[config.mk]
export PLATFORM = sky130hd
export DESIGN_NAME = crank_period_timer
export DESIGN_NICKNAME = d
export VERILOG_FILES = /design/src/rtl/crank_pkg.sv /design/src/rtl/crank_sync_edge.sv /design/src/rtl/crank_div_stage.sv /design/src/rtl/crank_prescaler.sv /design/src/rtl/crank_tick_counter.sv /design/src/rtl/crank_status_reg.sv /design/src/rtl/crank_period_timer.sv
export SDC_FILE = /design/constraint.sdc
export NUM_CORES = 1
export LEC_CHECK = 0
export ABC_AREA = 1
export CORE_ASPECT_RATIO = 1.5
export CORE_MARGIN = 2
export CORE_UTILIZATION = 48
export CTS_CLUSTER_DIAMETER = 50
export DETAILED_ROUTE_END_ITERATION = 6
export GPL_TIMING_DRIVEN = 1
export PLACE_DENSITY = 0.76
export SYNTH_ARGS = -nofsm -noshare
export SYNTH_HDL_FRONTEND = slang
export SYNTH_SLANG_ARGS = --single-unit
[constraint.sdc]
create_clock -name clk_i -period 1.5 [get_ports clk_i]
set_input_delay 0.375 -clock clk_i [delete_from_list [all_inputs] [get_ports clk_i]]
set_output_delay 0.375 -clock clk_i [all_outputs]
set_load 0.03 [all_outputs]
[src/rtl/crank_pkg.sv]
package crank_pkg;
  localparam int REG_W = 16;
  localparam logic [1:0] ADDR_PERIOD = 2'd0;
  localparam logic [1:0] ADDR_STATUS = 2'd1;
  // status bit positions, fixed by the software view
  localparam int ST_CAPT = 10;
  localparam int ST_STALL = 11;
  localparam int ST_OVR = 12;
  localparam int ST_ARM = 13;
  localparam logic [REG_W-1:0] ST_MASK = 16'h3C00;

  typedef struct packed {
    logic arm;
    logic ovr;
    logic stall;
    logic capt;
  } st_flags_t;
endpackage

[src/rtl/crank_sync_edge.sv]
module crank_sync_edge (
  input  logic clk_i,
  input  logic rst_ni,
  input  logic pulse_i,
  output logic rise_o
);
  logic s1_q, s2_q, prev_q;

  always_ff @(posedge clk_i or negedge rst_ni) begin
    if (!rst_ni) begin
      s1_q   <= 1'b0;
      s2_q   <= 1'b0;
      prev_q <= 1'b0;
    end else begin
      s1_q   <= pulse_i;
      s2_q   <= s1_q;
      prev_q <= s2_q;
    end
  end

  assign rise_o = s2_q & ~prev_q;
endmodule

[src/rtl/crank_div_stage.sv]
module crank_div_stage #(
  parameter int DIV = 4
) (
  input  logic clk_i,
  input  logic rst_ni,
  input  logic en_i,
  input  logic clr_i,
  output logic strb_o
);
  localparam int W = (DIV > 1) ? $clog2(DIV) : 1;
  localparam logic [W-1:0] LAST = W'(DIV - 1);

  logic [W-1:0] cnt_q;
  logic wrap;

  assign wrap   = (cnt_q == LAST);
  assign strb_o = en_i & wrap;

  always_ff @(posedge clk_i or negedge rst_ni) begin
    if (!rst_ni)   cnt_q <= '0;
    else if (clr_i) cnt_q <= '0;
    else if (en_i)  cnt_q <= wrap ? '0 : cnt_q + 1'b1;
  end
endmodule

[src/rtl/crank_prescaler.sv]
module crank_prescaler #(
  parameter int DIV_A = 4,
  parameter int DIV_B = 48
) (
  input  logic clk_i,
  input  logic rst_ni,
  input  logic clr_i,
  output logic tick_o
);
  localparam int NSTG = 2;
  logic [NSTG:0] en;

  assign en[0] = 1'b1;

  for (genvar g = 0; g < NSTG; g++) begin : g_stg
    crank_div_stage #(.DIV((g == 0) ? DIV_A : DIV_B)) u_stg (
      .clk_i (clk_i),
      .rst_ni(rst_ni),
      .en_i  (en[g]),
      .clr_i (clr_i),
      .strb_o(en[g+1])
    );
  end

  assign tick_o = en[NSTG];
endmodule

[src/rtl/crank_tick_counter.sv]
module crank_tick_counter #(
  parameter int CNT_W = 16
) (
  input  logic             clk_i,
  input  logic             rst_ni,
  input  logic             tick_i,
  input  logic             rise_i,
  output logic [CNT_W-1:0] cnt_o,
  output logic [CNT_W-1:0] period_o,
  output logic             armed_o,
  output logic             capt_o,
  output logic             stall_o,
  output logic             arm_o
);
  localparam logic [CNT_W-1:0] CMAX = '1;

  logic [CNT_W-1:0] cnt_q, period_q;
  logic armed_q;

  always_ff @(posedge clk_i or negedge rst_ni) begin
    if (!rst_ni) begin
      cnt_q    <= '0;
      period_q <= '0;
      armed_q  <= 1'b0;
    end else if (rise_i) begin
      if (armed_q) period_q <= cnt_q;
      armed_q <= 1'b1;
      cnt_q   <= '0;
    end else if (armed_q && tick_i && cnt_q != CMAX) begin
      cnt_q <= cnt_q + 1'b1;
    end
  end

  assign cnt_o    = cnt_q;
  assign period_o = period_q;
  assign armed_o  = armed_q;
  assign capt_o   = rise_i & armed_q;
  assign arm_o    = rise_i & ~armed_q;
  assign stall_o  = ~rise_i & armed_q & tick_i & (cnt_q == CMAX - 1'b1);
endmodule

[src/rtl/crank_status_reg.sv]
module crank_status_reg
  import crank_pkg::*;
(
  input  logic             clk_i,
  input  logic             rst_ni,
  input  logic             capt_i,
  input  logic             stall_i,
  input  logic             arm_i,
  input  logic             clr_en_i,
  input  logic [REG_W-1:0] clr_data_i,
  output logic [REG_W-1:0] status_o
);
  st_flags_t flg_q, set_v, clr_v;

  always_comb begin
    set_v.capt  = capt_i;
    set_v.stall = stall_i;
    set_v.ovr   = capt_i & flg_q.capt;
    set_v.arm   = arm_i;
    clr_v.capt  = clr_en_i & clr_data_i[ST_CAPT];
    clr_v.stall = clr_en_i & clr_data_i[ST_STALL];
    clr_v.ovr   = clr_en_i & clr_data_i[ST_OVR];
    clr_v.arm   = clr_en_i & clr_data_i[ST_ARM];
  end

  // set has priority over clear
  always_ff @(posedge clk_i or negedge rst_ni) begin
    if (!rst_ni) flg_q <= '0;
    else         flg_q <= (flg_q & ~clr_v) | set_v;
  end

  always_comb begin
    status_o           = '0;
    status_o[ST_CAPT]  = flg_q.capt;
    status_o[ST_STALL] = flg_q.stall;
    status_o[ST_OVR]   = flg_q.ovr;
    status_o[ST_ARM]   = flg_q.arm;
  end
endmodule

[src/rtl/crank_period_timer.sv]
module crank_period_timer
  import crank_pkg::*;
#(
  parameter int DIV_A = 4,
  parameter int DIV_B = 48,
  parameter int CNT_W = 16
) (
  input  logic        clk_i,
  input  logic        rst_ni,
  input  logic        pulse_i,
  input  logic [1:0]  reg_addr_i,
  input  logic        reg_wr_i,
  input  logic [15:0] reg_wdata_i,
  output logic [15:0] reg_rdata_o,
  output logic        irq_o
);
  logic rise, tick, armed, capt, stall, arm;
  logic [CNT_W-1:0] cnt, period;
  logic [REG_W-1:0] status;

  crank_sync_edge u_sync (
    .clk_i  (clk_i),
    .rst_ni (rst_ni),
    .pulse_i(pulse_i),
    .rise_o (rise)
  );

  crank_prescaler #(.DIV_A(DIV_A), .DIV_B(DIV_B)) u_pre (
    .clk_i (clk_i),
    .rst_ni(rst_ni),
    .clr_i (rise),
    .tick_o(tick)
  );

  crank_tick_counter #(.CNT_W(CNT_W)) u_cnt (
    .clk_i   (clk_i),
    .rst_ni  (rst_ni),
    .tick_i  (tick),
    .rise_i  (rise),
    .cnt_o   (cnt),
    .period_o(period),
    .armed_o (armed),
    .capt_o  (capt),
    .stall_o (stall),
    .arm_o   (arm)
  );

  crank_status_reg u_st (
    .clk_i     (clk_i),
    .rst_ni    (rst_ni),
    .capt_i    (capt),
    .stall_i   (stall),
    .arm_i     (arm),
    .clr_en_i  (reg_wr_i && reg_addr_i == ADDR_STATUS),
    .clr_data_i(reg_wdata_i),
    .status_o  (status)
  );

  always_comb begin
    unique case (reg_addr_i)
      ADDR_PERIOD: reg_rdata_o = REG_W'(period);
      ADDR_STATUS: reg_rdata_o = status;
      default:     reg_rdata_o = '0;
    endcase
  end

  assign irq_o = |status;
endmodule

Yosys cells after proc, flatten, opt, wreduce, memory -nomap -nowiden
Cells that the tools add are included.
{ "totals": {"reg_bits": 48, "latchBits": 0, "mem_bits_rw": 0, "rom_bits": 0, "input_bits": 22, "output_inout_bits": 17, "word_cells": 54, "memories": 0} }
{ "op_classes": {"add_sub_neg": 3, "multipliers": 0, "n_div": 0, "magnitude_cmp": 0, "eq_ne": 5, "shift": 0, "mux": 8, "bitwise": 18, "reduce_logical": 8} }
{ "ops": {"columns": ["op", "count"], "rows": [
  ["16-bit 2-to-1 mux", 2],
  ["16-bit case mux with 2 select lines", 1],
  ["6-bit 2-to-1 mux", 3],
  ["16-bit by 1-bit adder with 16-bit output (second input constant)", 1],
  ["16-bit equality test (second input constant)", 1],
  ["16-bit != test (second input constant)", 1],
  ["1-bit bitwise AND", 12],
  ["6-bit by 1-bit adder with 6-bit output (second input constant)", 1],
  ["6-bit equality test (second input constant)", 1],
  ["4-bit bitwise AND", 1],
  ["2-bit 2-to-1 mux", 2],
  ["4-bit NOT", 1],
  ["4-bit OR", 1],
  ["2-bit nonzero test", 2],
  ["4-bit OR reduction", 1],
  ["1-bit logical AND", 3],
  ["1-bit NOT", 3],
  ["2-bit by 1-bit adder with 2-bit output (second input constant)", 1],
  ["2-bit by 1-bit equality test with 1-bit output (second input constant)", 1],
  ["2-bit equality test (second input constant)", 1],
  ["2-bit zero test", 1],
  ["2-bit AND reduction", 1]
]} }

Longest topological paths before layout
{ "depth": {"depth_word": 7, "ltp_mapped": 9} }

By module
Synthesis repeated with hierarchy kept, for this count alone.
{ "unflattened": {"hier_cells": 384, "area_unflattened_um2": 2880.3} }
{ "by_module_without_submodules": {"columns": ["mod", "n_inst", "cells_each", "area_per_inst_um2", "seq_area_each_um2"], "rows": [
  ["crank_tick_counter", 1, 214, 1744.2, 825.8],
  ["crank_div_stage (u_pre.g_stg[1].u_stg)", 1, 47, 369.1, 150.1],
  ["crank_period_timer", 1, 70, 315.3, 0.0],
  ["crank_status_reg", 1, 33, 254.0, 100.1],
  ["crank_div_stage (u_pre.g_stg[0].u_stg)", 1, 14, 108.9, 50.0],
  ["crank_sync_edge", 1, 5, 85.1, 75.1],
  ["crank_prescaler", 1, 1, 3.8, 0.0]
]} }

Worst setup path before layout
Ideal clock, no wire load.
{ "synth_timing": {"kind": "input to output", "from": "in reg_addr_i[0]", "to": "out reg_rdata_o[0]", "arrival_time_ns": 1.426, "t_required_ns": 1.125, "setup_slack_ns": -0.301, "path_stages": 4, "n_path_buf": 2, "cell_sequence": "or2_2 > clkbuf_1 > clkbuf_1 > nor2_1"} }
{ "synth_between": {"elab_chain_cells": 2, "elab_cells_between_ends": 3, "classes_between": "eq/ne (1); mux (1); reduce/logical (1)"} }
{ "synth_lines": {"columns": ["element", "line", "text"], "rows": [
  ["from (decl)", "crank_period_timer.sv:11", "input logic [1:0] reg_addr_i,"],
  ["2-bit by 1-bit equality test with 1-bit output / 2-bit zero test (equally long branches)", "crank_period_timer.sv:60", "unique case (reg_addr_i)"],
  ["16-bit case mux with 2 select lines *", "crank_period_timer.sv:60", null],
  ["to (decl)", "crank_period_timer.sv:14", "output logic [15:0] reg_rdata_o,"]
]} }
Every way passes the cells marked *; elsewhere a longest branch is shown, timed or not.

Worst setup path in the final report
{ "layout_timing": {"from": "in reg_addr_i[1]", "to": "out reg_rdata_o[15]"} }
Same word-level chain as after synthesis.

==> reports/qor.yml <==
outcome:
  status: "complete, but fails checks"
  violations: "setup timing"
setup_path:
  ff2ff_path_depth: 10
  rrSetupSlack_ps: -20
  end_kind: "output port"
  critical_path_class: "input pin to output port"
  r2r-end: "u_cnt.cnt_o[7]$_DFFE_PN0P_"
  r2r-start: "u_cnt.cnt_o[0]$_DFFE_PN0P_"
  cp.required_ps: 1120
  critPathBufInv: 3
  cp.depth: 5
  crit_top_cell: "buf_6"
  crit_end: "reg_rdata_o[15]"
  critical_path.top_delay_family: "simple AND/OR/NAND/NOR gates"
  slowest_delay_ps: 310
  start_kind: "input pin"
  path_max_fanout: 7
  slowest_stage: "or2_4"
  crit_start: "reg_addr_i[1]"
  path_cells: "buf_6 -> or2_4 -> buf_12 -> nor2_4 -> buf_6"
  worstPathArrival_ps: 1200
die:
  die_height_um: 92.5
  ioPinCount: 39
  start_util: 0.493
  placementRows: 32
  die_area_mm2: 0.00582
  core_mm2: 0.00508
  die_w_um: 63.0
global_route:
  grtUsageTotal: 0.222
  grt_max_degree: 49
  grt_pass1_wl_mm: 10.1
  grt_pass1_vias: 2201
  antenna_found_initial: 0
  overflow: 0
sta:
  finalSetupViolations: 23
  min_period_over_period: 1.05
  timing.fmax_mhz: 633
  worstMarginPinSlew_ps: 288
  skew_ps: 5.70
  hold_viol_final: 0
  min_period_ps: 1580
  rsz0062_at_grt: "true"
  fin_ws_ps: -79.0
  slew_violations: 0
  relSlewSlack: 0.808
placed_design:
  preCtsSetupSlack_ps: -421
  portBuffers: 26
  dp.cells: 443
  dpl.hpwl_mm: 4.10
  globalplace.congestion: 0.927
clock_network:
  htreeDepth: 2
  root_buffer: "clkbuf_8"
  clock_sinks: 48
  cts_tree: "done"
  cts_made_buffers: 5
  clk_path_buf_depth: 2
  clk-insertion-delay-late_ps: 300
  clk_pin_slew_ps: 90
logic_synthesis:
  ys_ff_latch: 48
  syn_inst: 323
  synth_top_family_by_area: "simple AND/OR/NAND/NOR gates"
  synthAdderAreaFrac: 0.0200
  synth_most_common_cell: "nand2_1"
  synth_warnings: 0
  ys_top_cells_by_count: "nand2_1 (80), inv_1 (49), dfrtp_1 (48)"
  synth-edff-count: 0
  syn-num-nets: 349
  synthSimpleGateAreaFrac: 0.306
  yosysSeqAreaShare: 0.480
  ys.flop_type: "dfrtp_1"
  yosysUniqueCellTypes: 27
  synth-compound-area-share: 0.0959
  netlist_area_mm2: 0.00250
  synth.largest_area_cell: "dfrtp_1"
  async_reset_ff_frac: 1.00
  synthXorXnorAreaFrac: 0.00699
  netlist.area_leader.share: 0.480
  avgSynthCellArea_um2: 7.76
  muxShareOfSynthArea: 0
  synthTopCellsByArea: "dfrtp_1 (48%), nand2_1 (12%), inv_1 (7.3%)"
pwr:
  peakVddDrop_mv: 1.05
  powerDensity_mw_per_mm2: 789
  sw_frac_of_total: 0.258
  p_total_mw: 2.77
  seqPwrFrac: 0.508
  internal_power_mw: 2.06
  power_switching_mw: 0.715
  p_leak_nw: 1.59
  combPwrFrac: 0.162
  pwr-share-clk: 0.330
cells_and_area:
  seqCellArea_mm2: 0.00120
  multi_input_area_mm2: 0.00128
  final_cells: 460
  nFillCells: 394
  final_util: 0.691
  fin_nets: 417
  drive_gt1_frac: 0.327
  syn2layout_area_growth_pct: 40.3
  antennaDiodeCount: 0
job:
  maxCapViolations: 0
route:
  top_layer: "met4"
  wl_met1_mm: 2.44
  wl_met3_um: 181
  via_count: 2331
  wl_per_cell_um: 13.1
  viasPerCell: 5.07
  drtAntennaViolNets: 0
  drc: 0
  routed_wl_mm: 6.03
  drt-initial-drc-count: 131
  dr.pass1.iters: 4
  wl_met2_mm: 3.22
min_path:
  hp-class: "input pin to async pin"
==> what timing repair did <==
item | 4_1_cts | 5_1_grt
setup endpoints to repair | 32 | 36
pin swaps | 10 | 31
hold endpoints to repair | 0 | 0
resized for setup | 30 | 39
buffers inserted | 3 | 7
hold buffers | 0 | 0
gates cloned | 1 | 1
==> flip-flops by register name (all words and copies together) (netlist names) <==
signal and count:
u_sync.s1_q 1, u_cnt.armed_o 1, u_pre.g_stg.u_stg.cnt_q 8, u_cnt.period_o 16, u_cnt.cnt_o 16, u_st.status_o 4
u_sync.prev_q 1, u_sync.s2_q 1
==> layer usage <==
metal	GRT usage	up-vias
met2	0.387	59
met1	0.269	1089
li1	-	1168
met4	0.0963	0
met5	0	-
met3	0.0340	15
==> how the worst min path moves through the flow <==
stage / depth (start not counted) / from / end / slack [ps]
global placement: 0 / u_sync.s1_q$_DFF_PN0_ / u_sync.s2_q$_DFF_PN0_ / 340
CTS: 2 / rst_ni / u_st.status_o[12]$_DFF_PN0_ / 50
detailed placement: 0 / u_sync.s1_q$_DFF_PN0_ / u_sync.s2_q$_DFF_PN0_ / 350
floorplan: 0 / rst_ni / u_cnt.armed_o$_DFFE_PN0P_ / 80
finish: 2 / rst_ni / u_st.status_o[12]$_DFF_PN0_ / 40
global route: 2 / rst_ni / u_st.status_o[12]$_DFF_PN0_ / 60
==> logic make-up after synthesis <==
group                      after synthesis
AOI/OAI and AO/OA                       46
xor gates and xnor gates                 2
adders and majority gates                4
buffers and inverters                   59
DFF                                     48
and+or+nand+nor                        164
==> through the flow <==
| step | area [um2] | TNS [ps] | hold slack (ps) |
|---|---|---|---|
| 3_3_place_gp | 3160 | -6470 | 335 |
| 3_5_place_dp | 3160 | -6860 | 345 |
| 6_report | 3510 | -735 | 41.6 |
| 5_1_grt | 3510 | -2030 | 57.7 |
| 4_1_cts | 3390 | -462 | 47.7 |
| 2_1_floorplan | 2640 | -60.2 | 79.4 |
==> area by class of cell <==
| type | instances | area share |
|---|---|---|
| Multi-Input combinational cell | 217 | 0.364 |
| Sequential cell | 48 | 0.342 |
| Timing Repair Buffer | 68 | 0.184 |
| Inverter | 51 | 0.0552 |
| Tap cell | 68 | 0.0242 |
| Clock buffer | 6 | 0.0206 |
| Clock inverter | 2 | 0.00997 |
==> cells in the final DEF (no fill, tap or decap), types with 2 or more instances in the layout <==
master	instances
nand4_1	14
buf_12	3
clkdlybuf4s50_1	6
buf_4	35
nor2_1	21
nand2_2	12
dfrtp_1	48
ha_1	2
o21ai_0	25
nor2_2	5
nor2_4	17
o22ai_2	4
nand3_1	18
a21oi_1	8
ha_2	2
buf_6	23
o21ai_1	6
or2_2	2
clkbuf_8	5
nand2_1	69
inv_2	6
inv_1	44
==> power groups by stage <==
stage | logic, mW | clock network, mW | registers [mW]
finish | 0.450 | 0.914 | 1.41
detailed placement | 0.420 | 0 | 1.43
CTS | 0.432 | 0.950 | 1.40
global placement | 0.411 | 0 | 1.43
global route | 0.501 | 0.996 | 1.42
floorplan | 0.243 | 0 | 1.42
Power figures use the tool's default switching activity.
